### src/rtl/itmr_pkg.sv
package itmr_pkg;
  localparam int NUM_CH = 3;
  localparam int PRE_CH = 2;
  localparam int ADDR_W = 2;
  localparam logic [ADDR_W-1:0] CTRL_ADDR = 2'd3;
  localparam logic [2:0] MODE_RATE = 3'b010;

  typedef enum logic [1:0] {
    ACC_LATCH = 2'b00,
    ACC_LO    = 2'b01,
    ACC_HI    = 2'b10,
    ACC_LOHI  = 2'b11
  } acc_e;

  typedef struct packed {
    logic [1:0] sel;
    acc_e       acc;
    logic [2:0] mode;
    logic       bcd;
  } ctl_t;
endpackage

### src/rtl/itmr_decode.sv
module itmr_decode
  import itmr_pkg::*;
#(
  parameter int DATA_W = 8
) (
  input  logic              wr_en,
  input  logic              rd_en,
  input  logic [ADDR_W-1:0] addr,
  input  logic [DATA_W-1:0] wdata,
  output logic [NUM_CH-1:0] prog_stb,
  output logic [NUM_CH-1:0] latch_stb,
  output logic [NUM_CH-1:0] wr_stb,
  output logic [NUM_CH-1:0] rd_stb,
  output logic              prog_rate
);
  ctl_t ctl;
  logic ctrl_hit;
  logic unused_bcd;

  assign ctl        = ctl_t'(wdata[7:0]);
  assign ctrl_hit   = wr_en && (addr == CTRL_ADDR);
  assign prog_rate  = (ctl.mode == MODE_RATE);
  assign unused_bcd = ctl.bcd;

  for (genvar i = 0; i < NUM_CH; i++) begin : g_dec
    assign wr_stb[i]    = wr_en && (addr == ADDR_W'(i));
    assign rd_stb[i]    = rd_en && (addr == ADDR_W'(i));
    assign prog_stb[i]  = ctrl_hit && (ctl.sel == 2'(i)) && (ctl.acc == ACC_LOHI);
    assign latch_stb[i] = ctrl_hit && (ctl.sel == 2'(i)) && (ctl.acc == ACC_LATCH);
  end
endmodule

### src/rtl/itmr_channel.sv
module itmr_channel #(
  parameter int DATA_W = 8
) (
  input  logic              clk,
  input  logic              rst,
  input  logic              cnt_en,
  input  logic              prog_stb,
  input  logic              prog_rate,
  input  logic              latch_stb,
  input  logic              wr_stb,
  input  logic [DATA_W-1:0] wr_byte,
  input  logic              rd_stb,
  output logic [DATA_W-1:0] rd_byte,
  output logic              tc_pulse
);
  localparam int CNT_W = 2 * DATA_W;

  logic [CNT_W-1:0]  count_q;
  logic [CNT_W-1:0]  reload_q;
  logic [CNT_W-1:0]  hold_q;
  logic [DATA_W-1:0] lo_q;
  logic              rate_q;
  logic              run_q;
  logic              wptr_q;
  logic              rptr_q;
  logic              lat_q;
  logic              tc_q;
  logic [CNT_W-1:0]  view;

  always_ff @(posedge clk) begin
    if (rst) begin
      count_q  <= '0;
      reload_q <= '0;
      hold_q   <= '0;
      lo_q     <= '0;
      rate_q   <= 1'b0;
      run_q    <= 1'b0;
      wptr_q   <= 1'b0;
      rptr_q   <= 1'b0;
      lat_q    <= 1'b0;
      tc_q     <= 1'b0;
    end else begin
      tc_q <= 1'b0;
      // byte loading has priority over counting
      if (wr_stb) begin
        if (!wptr_q) begin
          lo_q   <= wr_byte;
          wptr_q <= 1'b1;
          run_q  <= 1'b0;
        end else begin
          reload_q <= {wr_byte, lo_q};
          count_q  <= {wr_byte, lo_q};
          wptr_q   <= 1'b0;
          run_q    <= rate_q;
        end
      end else if (run_q && cnt_en) begin
        if (count_q == CNT_W'(1)) begin
          count_q <= reload_q;
          tc_q    <= 1'b1;
        end else begin
          count_q <= count_q - CNT_W'(1);
        end
      end
      if (rd_stb) begin
        rptr_q <= ~rptr_q;
        if (rptr_q) lat_q <= 1'b0;
      end
      if (latch_stb && !lat_q) begin
        hold_q <= count_q;
        lat_q  <= 1'b1;
        rptr_q <= 1'b0;
      end
      if (prog_stb) begin
        rate_q <= prog_rate;
        run_q  <= 1'b0;
        wptr_q <= 1'b0;
        rptr_q <= 1'b0;
        lat_q  <= 1'b0;
        tc_q   <= 1'b0;
      end
    end
  end

  assign view     = lat_q ? hold_q : count_q;
  assign rd_byte  = rptr_q ? view[CNT_W-1:DATA_W] : view[DATA_W-1:0];
  assign tc_pulse = tc_q;
endmodule

### src/rtl/itmr_rdmux.sv
module itmr_rdmux
  import itmr_pkg::*;
#(
  parameter int DATA_W = 8
) (
  input  logic                           clk,
  input  logic                           rst,
  input  logic                           rd_en,
  input  logic [ADDR_W-1:0]              addr,
  input  logic [NUM_CH-1:0][DATA_W-1:0]  ch_byte,
  output logic [DATA_W-1:0]              rdata
);
  logic [DATA_W-1:0] pick;

  always_comb begin
    pick = '0;
    for (int i = 0; i < NUM_CH; i++) begin
      if (addr == ADDR_W'(i)) pick = ch_byte[i];
    end
  end

  always_ff @(posedge clk) begin
    if (rst)        rdata <= '0;
    else if (rd_en) rdata <= pick;
  end
endmodule

### src/rtl/tri_interval_timer.sv
module tri_interval_timer
  import itmr_pkg::*;
#(
  parameter int DATA_W = 8
) (
  input  logic              clk,
  input  logic              rst,
  input  logic              mclk_en,
  input  logic              wr_en,
  input  logic              rd_en,
  input  logic [ADDR_W-1:0] addr,
  input  logic [DATA_W-1:0] wdata,
  output logic [DATA_W-1:0] rdata,
  output logic              tick_irq,
  output logic              tbase_irq
);
  logic [NUM_CH-1:0]             prog_stb;
  logic [NUM_CH-1:0]             latch_stb;
  logic [NUM_CH-1:0]             wr_stb;
  logic [NUM_CH-1:0]             rd_stb;
  logic                          prog_rate;
  logic [NUM_CH-1:0]             ch_pulse;
  logic [NUM_CH-1:0][DATA_W-1:0] ch_byte;
  logic                          pre_pulse;

  itmr_decode #(.DATA_W(DATA_W)) u_dec (
    .wr_en     (wr_en),
    .rd_en     (rd_en),
    .addr      (addr),
    .wdata     (wdata),
    .prog_stb  (prog_stb),
    .latch_stb (latch_stb),
    .wr_stb    (wr_stb),
    .rd_stb    (rd_stb),
    .prog_rate (prog_rate)
  );

  assign pre_pulse = ch_pulse[PRE_CH];

  for (genvar i = 0; i < NUM_CH; i++) begin : g_ch
    logic en;
    if (i == PRE_CH) begin : g_pre
      assign en = mclk_en;
    end else begin : g_chain
      assign en = pre_pulse;
    end
    itmr_channel #(.DATA_W(DATA_W)) u_ch (
      .clk       (clk),
      .rst       (rst),
      .cnt_en    (en),
      .prog_stb  (prog_stb[i]),
      .prog_rate (prog_rate),
      .latch_stb (latch_stb[i]),
      .wr_stb    (wr_stb[i]),
      .wr_byte   (wdata),
      .rd_stb    (rd_stb[i]),
      .rd_byte   (ch_byte[i]),
      .tc_pulse  (ch_pulse[i])
    );
  end

  itmr_rdmux #(.DATA_W(DATA_W)) u_rd (
    .clk     (clk),
    .rst     (rst),
    .rd_en   (rd_en),
    .addr    (addr),
    .ch_byte (ch_byte),
    .rdata   (rdata)
  );

  assign tick_irq  = ch_pulse[0];
  assign tbase_irq = ch_pulse[1];
endmodule

### config.mk
export PLATFORM = sky130hd
export DESIGN_NAME = tri_interval_timer
export DESIGN_NICKNAME = d
export VERILOG_FILES = /design/src/rtl/itmr_pkg.sv /design/src/rtl/itmr_decode.sv /design/src/rtl/itmr_channel.sv /design/src/rtl/itmr_rdmux.sv /design/src/rtl/tri_interval_timer.sv
export SDC_FILE = /design/constraint.sdc
export NUM_CORES = 1
export LEC_CHECK = 0
export ABC_CLOCK_PERIOD_IN_PS = 4400
export BUFFER_PORTS_ARGS = -buffer_cell sky130_fd_sc_hd__buf_2
export CAP_MARGIN = 25
export CORE_MARGIN = 2
export CORE_UTILIZATION = 55
export DETAILED_ROUTE_END_ITERATION = 8
export PLACE_DENSITY = 0.74
export RECOVER_POWER = 100
export SLEW_MARGIN = 20
export SYNTH_ARGS = -nofsm -noshare
export SYNTH_HDL_FRONTEND = slang
export SYNTH_SLANG_ARGS = --single-unit
### constraint.sdc
create_clock -name clk -period 4.4 [get_ports clk]
set_input_delay 0.66 -clock clk [delete_from_list [all_inputs] [get_ports clk]]
set_output_delay 0.66 -clock clk [all_outputs]
set_load 0.02 [all_outputs]
# Word-level counts from Yosys, hierarchy flattened

Index checks and enable logic that the tools add are counted.

Bits in writable memories: 0
Logic and storage cells: 153
Input bits: 15
Memories: 0
Flip-flop bits (word level): 194
Bits in latches: 0
ROM bits: 0
Output and inout bits: 10

Muxes and demuxes: 39
Order comparisons: 0
Reductions and logical operators: 58
Shifts and indexed selects: 0
Add/sub/neg operators: 3
Equal/unequal tests: 13
$mul: 0
Bitwise operators: 9
Div/mod/pow operators: 0

Operator list:

| operator              | count |
|---|---|
| $mux 16               | 15 |
| $eq 16x1->1 const B   | 3 |
| $mux 8                | 6 |
| $sub 16x1->16 const B | 3 |
| $reduce_and 2->1      | 12 |
| $logic_and 1x1->1     | 22 |
| $mux 1                | 18 |
| $reduce_bool 2->1     | 9 |
| $reduce_or 4->1       | 3 |
| $not 1->1             | 9 |
| $reduce_or 3->1       | 3 |
| $eq 2x2->1 const B    | 4 |
| $logic_not 2->1       | 3 |
| $ne 2x2->1 const B    | 3 |
| $reduce_or 2->1       | 3 |
| $eq 2x1->1 const B    | 2 |
| $eq 3x2->1 const B    | 1 |
| $logic_not 1->1       | 3 |

# Depth between registers and ports, before layout

Word-level depth: 7
Gate-level depth with buffers: 8
Gate-level depth less buffers: 7

# Hierarchy

Synthesis repeated with hierarchy kept, for this count alone.

Cells, all modules: 1,220
Area total of the unflattened synthesis: 9,927.0 um^2

Modules (own cells, without submodules):

| module                          | times used | cells an instance | sequential area each (um^2) | area an instance (um^2) |
|---|---|---|---|---|
| itmr_channel (g_ch[0].u_ch ...) | 2          | 382               | 1,241.2                     | 3,108.0 |
| itmr_channel (g_ch[2].u_ch)     | 1          | 384               | 1,241.2                     | 3,116.7 |
| itmr_rdmux                      | 1          | 54                | 160.2                       | 455.4 |
| itmr_decode                     | 1          | 18                | 0.0                         | 138.9 |

# Worst setup path after synthesis

Ideal clock, no wire load.

Kind: input-to-reg
Start point: input port addr[1]
End point: register g_ch[1].u_ch.count_q[5]
Library setup time: 0.117 ns
Path slack: 2.299 ns
Data required time: 4.283 ns
Cell stages on the path: 8
Buffers on the path: 3
Arrival: 1.984 ns
Cell sequence: buf_2 -> and3b_1 -> buf_2 -> and2_1 -> buf_2 -> nor2_2 -> nor4_1 -> a32o_1

Cells in the longest elaborated chain, start to end: 4
Elaborated cells on any way between the ends: 6
Classes of those cells: eq/ne (2); mux (1); reduce/logical (3)

RTL lines:

| item                                                      | RTL line                 | text |
|---|---|---|
| start, declared                                           | tri_interval_timer.sv:11 | `input logic [ADDR_W-1:0] addr,` |
| $eq 2x1->1 *                                              | itmr_decode.sv:26        | `assign wr_stb[i] = wr_en && (addr == ADDR_W'(i));` |
| $logic_and 1x1->1 *                                       | itmr_decode.sv:26        |  |
| $ne 2x2->1 (no line) or $reduce_bool 2->1 (tied branches) | --                       |  |
| $reduce_and 2->1 (no line)                                | --                       |  |
| end signal, assigned                                      | itmr_channel.sv:52       | `count_q <= {wr_byte, lo_q};` |
| end signal, assigned                                      | itmr_channel.sv:58       | `count_q <= reload_q;` |
| end signal, assigned                                      | itmr_channel.sv:61       | `count_q <= count_q - CNT_W'(1);` |
| end, declared                                             | itmr_channel.sv:18       | `logic [CNT_W-1:0] count_q;` |

Every way passes the cells marked *; elsewhere a longest branch is shown, timed or not.
A chain may end at the register's enable or synchronous reset.

# Worst setup path in the final report

Start point: input port addr[0]
End point: register g_ch[1].u_ch.count_q[5]

The elaborated chain is that of the path after synthesis.

==> reports/summary.log <==
INFO  power_and_ir_drop vdd_drop_max=0.000321V
INFO  clock_network  ctsRootBufferMaster=sky130_fd_sc_hd__clkbuf_16
INFO  global_route   globalRoute.totalOverflow=0
INFO  power_and_ir_drop finalPower=3.50mW
INFO  detailed_routing viasPerCell=6.24
INFO  finish         share_of_cells_above_drive_strength_1=8.14%
INFO  setup_path     critical-path-top-delay-family=simple AND/OR/NAND/NOR gates
INFO  clock_network  cts_buffers=17
INFO  logic_synthesis synth_cells=1097
INFO  logic_synthesis synth_seq_area_share=41.1%
INFO  finish         layout.core_utilization=59.8%
INFO  global_route   initial_antenna_violation_count=0
INFO  clock_network  clock_sinks=194
INFO  detailed_routing drt_wl_total=24.8mm
INFO  setup_path     cp.buffers_inverters=1
INFO  setup_path     cp_cell_sequence=clkbuf_1 > and3b_1 > and2_0 > nor2_1 > nor4_1 > a32o_1
INFO  sta            grt_setup_unrepaired=false
INFO  detailed_routing post_route_drc_violation_count=0
INFO  finish         num-fill-cells=1464
INFO  sta            max-slew-margin-rel=19.7%
INFO  setup_path     cp_slowest_cell=sky130_fd_sc_hd__and2_0
INFO  power_and_ir_drop power_density=350nW/um^2
INFO  detailed_routing drt-wirelength-per-cell=19.2um
INFO  floorplan      die_x=135um
INFO  logic_synthesis ys_warn_count=0
INFO  floorplan      design.die.area=18200squm
INFO  logic_synthesis yosys_top_cell_area_share=41.1%
INFO  floorplan      placementRows=47
INFO  power_and_ir_drop cellLeakagePower=3.73nW
INFO  detailed_routing first_pass_iters=7
INFO  placement      post-dp-hpwl=16.4mm
INFO  logic_synthesis post_synth_num_cell_types=70
INFO  logic_synthesis ys_top_cells_by_area=sky130_fd_sc_hd__dfxtp_1 (41%), sky130_fd_sc_hd__nand2_1 (7.8%), sky130_fd_sc_hd__mux2i_1 (6.6%), sky130_fd_sc_hd__mux4_2 (5.7%), sky130_fd_sc_hd__a21oi_1 (5.1%)
INFO  sta            fmax=289MHz
INFO  sta            final_hold_viol_count=0
INFO  clock_network  clk_lat_worst_skew=0.43ns
INFO  logic_synthesis synth_top_flop_cell=sky130_fd_sc_hd__dfxtp_1
INFO  finish         layout.nets=1081
INFO  sta            final.min_clock_period=3.46ns
INFO  clock_network  htreeDepth=4
INFO  clock_network  cts_resized=0
INFO  setup_path     worstSetupEndpointType=register
INFO  sta            final_min_period_over_clock_period=78.7%
INFO  sta            clock-skew-final=0.00639ns
INFO  placement      io_buffers=24
INFO  clock_network  post_cts.repair.setup_buffers=0
INFO  clock_network  cts-hold-fix-buffers=0
INFO  floorplan      placeableCoreArea=16700squm
INFO  setup_path     timing_worst_setup_path_type=input pin to register
INFO  run_status     status=completed
INFO  logic_synthesis post_synth.cell_area_avg=8.61squm
INFO  detailed_routing vias=8038
INFO  floorplan      initial_utilization=56.6%
INFO  placement      dpl_worst_slack=1.22ns
INFO  placement      finalWeightedCongestion=0.895
INFO  sta            setup_violations=0
INFO  setup_path     required=4.77ns
INFO  logic_synthesis synth_seq_cells=194
INFO  detailed_routing detail-route-antenna-nets=0
INFO  global_route   grt_first_pass_wirelength=39.6mm
INFO  logic_synthesis synth-edff-count=0
INFO  clock_network  tritoncts=built
INFO  logic_synthesis post-synth-top-area-cell=sky130_fd_sc_hd__dfxtp_1
INFO  floorplan      io-pin-count=25
INFO  sta            timing_worst_slew_pin_value=1.20ns
INFO  logic_synthesis number_of_nets_produced_by_synthesis=1118
INFO  finish         antenna_diode_instance_count=0
INFO  global_route   global_route.usage.total=27.7%
INFO  sta            slew_violations=0
INFO  sta            finalWorstSetupSlack=0.939ns
INFO  setup_path     start_kind=input pin
INFO  global_route   grt_max_degree=77
INFO  sta            totalNegativeSetupSlack=0ns
INFO  global_route   number_of_global_route_vias_before_repair=7397
INFO  clock_network  cts_buffer_depth=2
INFO  run            timing.max_cap.violations=0
INFO  finish         layout-area-overhead-vs-synth=5.72%
INFO  setup_path     crit_path_max_fanout=18
INFO  setup_path     slowest_delay=0.90ns
INFO  min_path       hold_class=register to register
INFO  clock_network  clkSlewWorstSetupHoldPaths=0.06ns
INFO  sta            hold_slack=0.454ns
INFO  logic_synthesis mappedNetlistArea=9450squm
INFO  setup_path     cp.arrival=3.83ns
INFO  floorplan      height_of_the_die=135um
INFO  detailed_routing drt-initial-drc-count=835
INFO  logic_synthesis synthArstFlopShare=0%
==> worst reg2reg max path: stages, from the launching register on <==
cell and delay [ns]:
sky130_fd_sc_hd__dfxtp_1 0.54, sky130_fd_sc_hd__ha_1 0.30, sky130_fd_sc_hd__nor4b_1 0.33, sky130_fd_sc_hd__nand4_1 0.65, sky130_fd_sc_hd__nor3_1 0.35, sky130_fd_sc_hd__nor4_1 0.09
sky130_fd_sc_hd__a22o_1 0.25
==> where the power goes <==
part | leakage (nW) | internal [mW] | switching [mW]
clock network | 0.244 | 0.762 | 0.636
registers | 1.57 | 1.78 | 0.0368
logic | 1.92 | 0.0993 | 0.182
total | 3.73 | 2.64 | 0.855
==> cells by family after synthesis <==
family	Yosys count	synth area share (%)
AOI/OAI and AO/OA	233	15.8
xor gates and xnor gates	33	3.06
adders and majority gates	6	0.794
buffers and inverters	99	4.58
DFF	194	41.1
muxes	86	12.3
and+or+nand+nor	446	22.4
==> layer usage <==
metal | GRT usage [%] | share of wire (%)
met3 | 5.44 | 7.0
met4 | 8.68 | 1.7
met1 | 38.8 | 45
met2 | 43.2 | 47
met5 | 0 | 0
==> cells in the final DEF, fill, tap and decap left out, types with 3 or more instances in the layout <==
cell type,count
sky130_fd_sc_hd__a2111oi_0,4
sky130_fd_sc_hd__a211o_1,5
sky130_fd_sc_hd__a211oi_1,25
sky130_fd_sc_hd__a21boi_0,7
sky130_fd_sc_hd__a21oi_1,96
sky130_fd_sc_hd__a221oi_1,3
sky130_fd_sc_hd__a22oi_1,3
sky130_fd_sc_hd__a311oi_1,3
sky130_fd_sc_hd__a31oi_1,9
sky130_fd_sc_hd__and2_1,4
sky130_fd_sc_hd__and3_1,4
sky130_fd_sc_hd__buf_2,12
sky130_fd_sc_hd__buf_4,6
sky130_fd_sc_hd__clkbuf_1,20
sky130_fd_sc_hd__clkbuf_16,17
sky130_fd_sc_hd__clkinv_2,4
sky130_fd_sc_hd__dfxtp_1,194
sky130_fd_sc_hd__ha_1,6
sky130_fd_sc_hd__inv_1,8
sky130_fd_sc_hd__mux2i_1,62
sky130_fd_sc_hd__mux4_2,24
sky130_fd_sc_hd__nand2_1,197
sky130_fd_sc_hd__nand3_1,25
sky130_fd_sc_hd__nand3b_1,5
sky130_fd_sc_hd__nand4_1,5
sky130_fd_sc_hd__nor2_1,113
sky130_fd_sc_hd__nor3_1,40
sky130_fd_sc_hd__nor3b_2,3
sky130_fd_sc_hd__nor4_1,8
sky130_fd_sc_hd__nor4_2,3
sky130_fd_sc_hd__nor4_4,3
sky130_fd_sc_hd__o211ai_1,18
sky130_fd_sc_hd__o21ai_0,23
sky130_fd_sc_hd__o221ai_1,18
sky130_fd_sc_hd__o22ai_1,5
sky130_fd_sc_hd__o31ai_1,3
sky130_fd_sc_hd__or3_1,5
sky130_fd_sc_hd__xnor2_1,20
sky130_fd_sc_hd__xor2_1,13
==> path summary, 6_finish.rpt <==
path	start	endpoint	slack (ns)	depth (start not counted)
worst max register to register	g_ch[2].u_ch.count_q[0]	g_ch[2].u_ch.count_q[6]	1.79	6
worst max-delay path	addr[0]	g_ch[1].u_ch.count_q[5]	0.94	6
worst min-delay path	g_ch[2].u_ch.reload_q[3]	g_ch[2].u_ch.reload_q[3]	0.45	2
worst min register to register	g_ch[2].u_ch.reload_q[3]	g_ch[2].u_ch.reload_q[3]	0.45	2
==> synthesized netlist by cell type (all sizes together) (3+ instances only) <==
cell     number
a21oi        96
o31ai         3
inv           8
nor3         42
clkbuf       50
and2          6
nand3        25
nand3b        5
a211oi       25
or2           5
buf          40
or3           5
nor3b         5
o21ai        24
xnor2        20
a31oi         9
o221ai       18
nand2       198
nor4         14
nor4b         4
and3          4
xor2         13
nor2        114
ha            6
a22oi         3
mux4         24
a311oi        3
o22ai         5
a221oi        3
dfxtp       194
nand4         6
a21boi        7
a211o         5
a2111oi       4
o211ai       18
or4           3
mux2i        62
==> through the flow <==
stage                     instance area, sq um  instances
final                                     9990       1289
after global routing                      9990       1289
after CTS                                10000       1287
after detailed placement                  9520       1259
after global placement                    9520       1259
after floorplan                           9450       1097
==> layout make-up <==
cell class              count  area [sq um]  area share [%]
clock inverters             7          65.1           0.651
multi-input cells         804          5130            51.3
repair buffers             34           165            1.65
flip-flops and latches    194          3880            38.9
well taps                 220           275            2.76
inverters                   9          33.8           0.338
clock buffers              21           440            4.41
==> sequential cells by signal, indices dropped and copies added, names as in the netlist <==
name	cells
g_ch.u_ch.tc_pulse	3
g_ch.u_ch.hold_q	48
g_ch.u_ch.count_q	48
g_ch.u_ch.run_q	3
g_ch.u_ch.rate_q	3
g_ch.u_ch.wptr_q	3
g_ch.u_ch.reload_q	48
g_ch.u_ch.lo_q	24
g_ch.u_ch.rptr_q	3
u_rd.rdata	8
g_ch.u_ch.lat_q	3
Power figures use the tool's default switching activity.
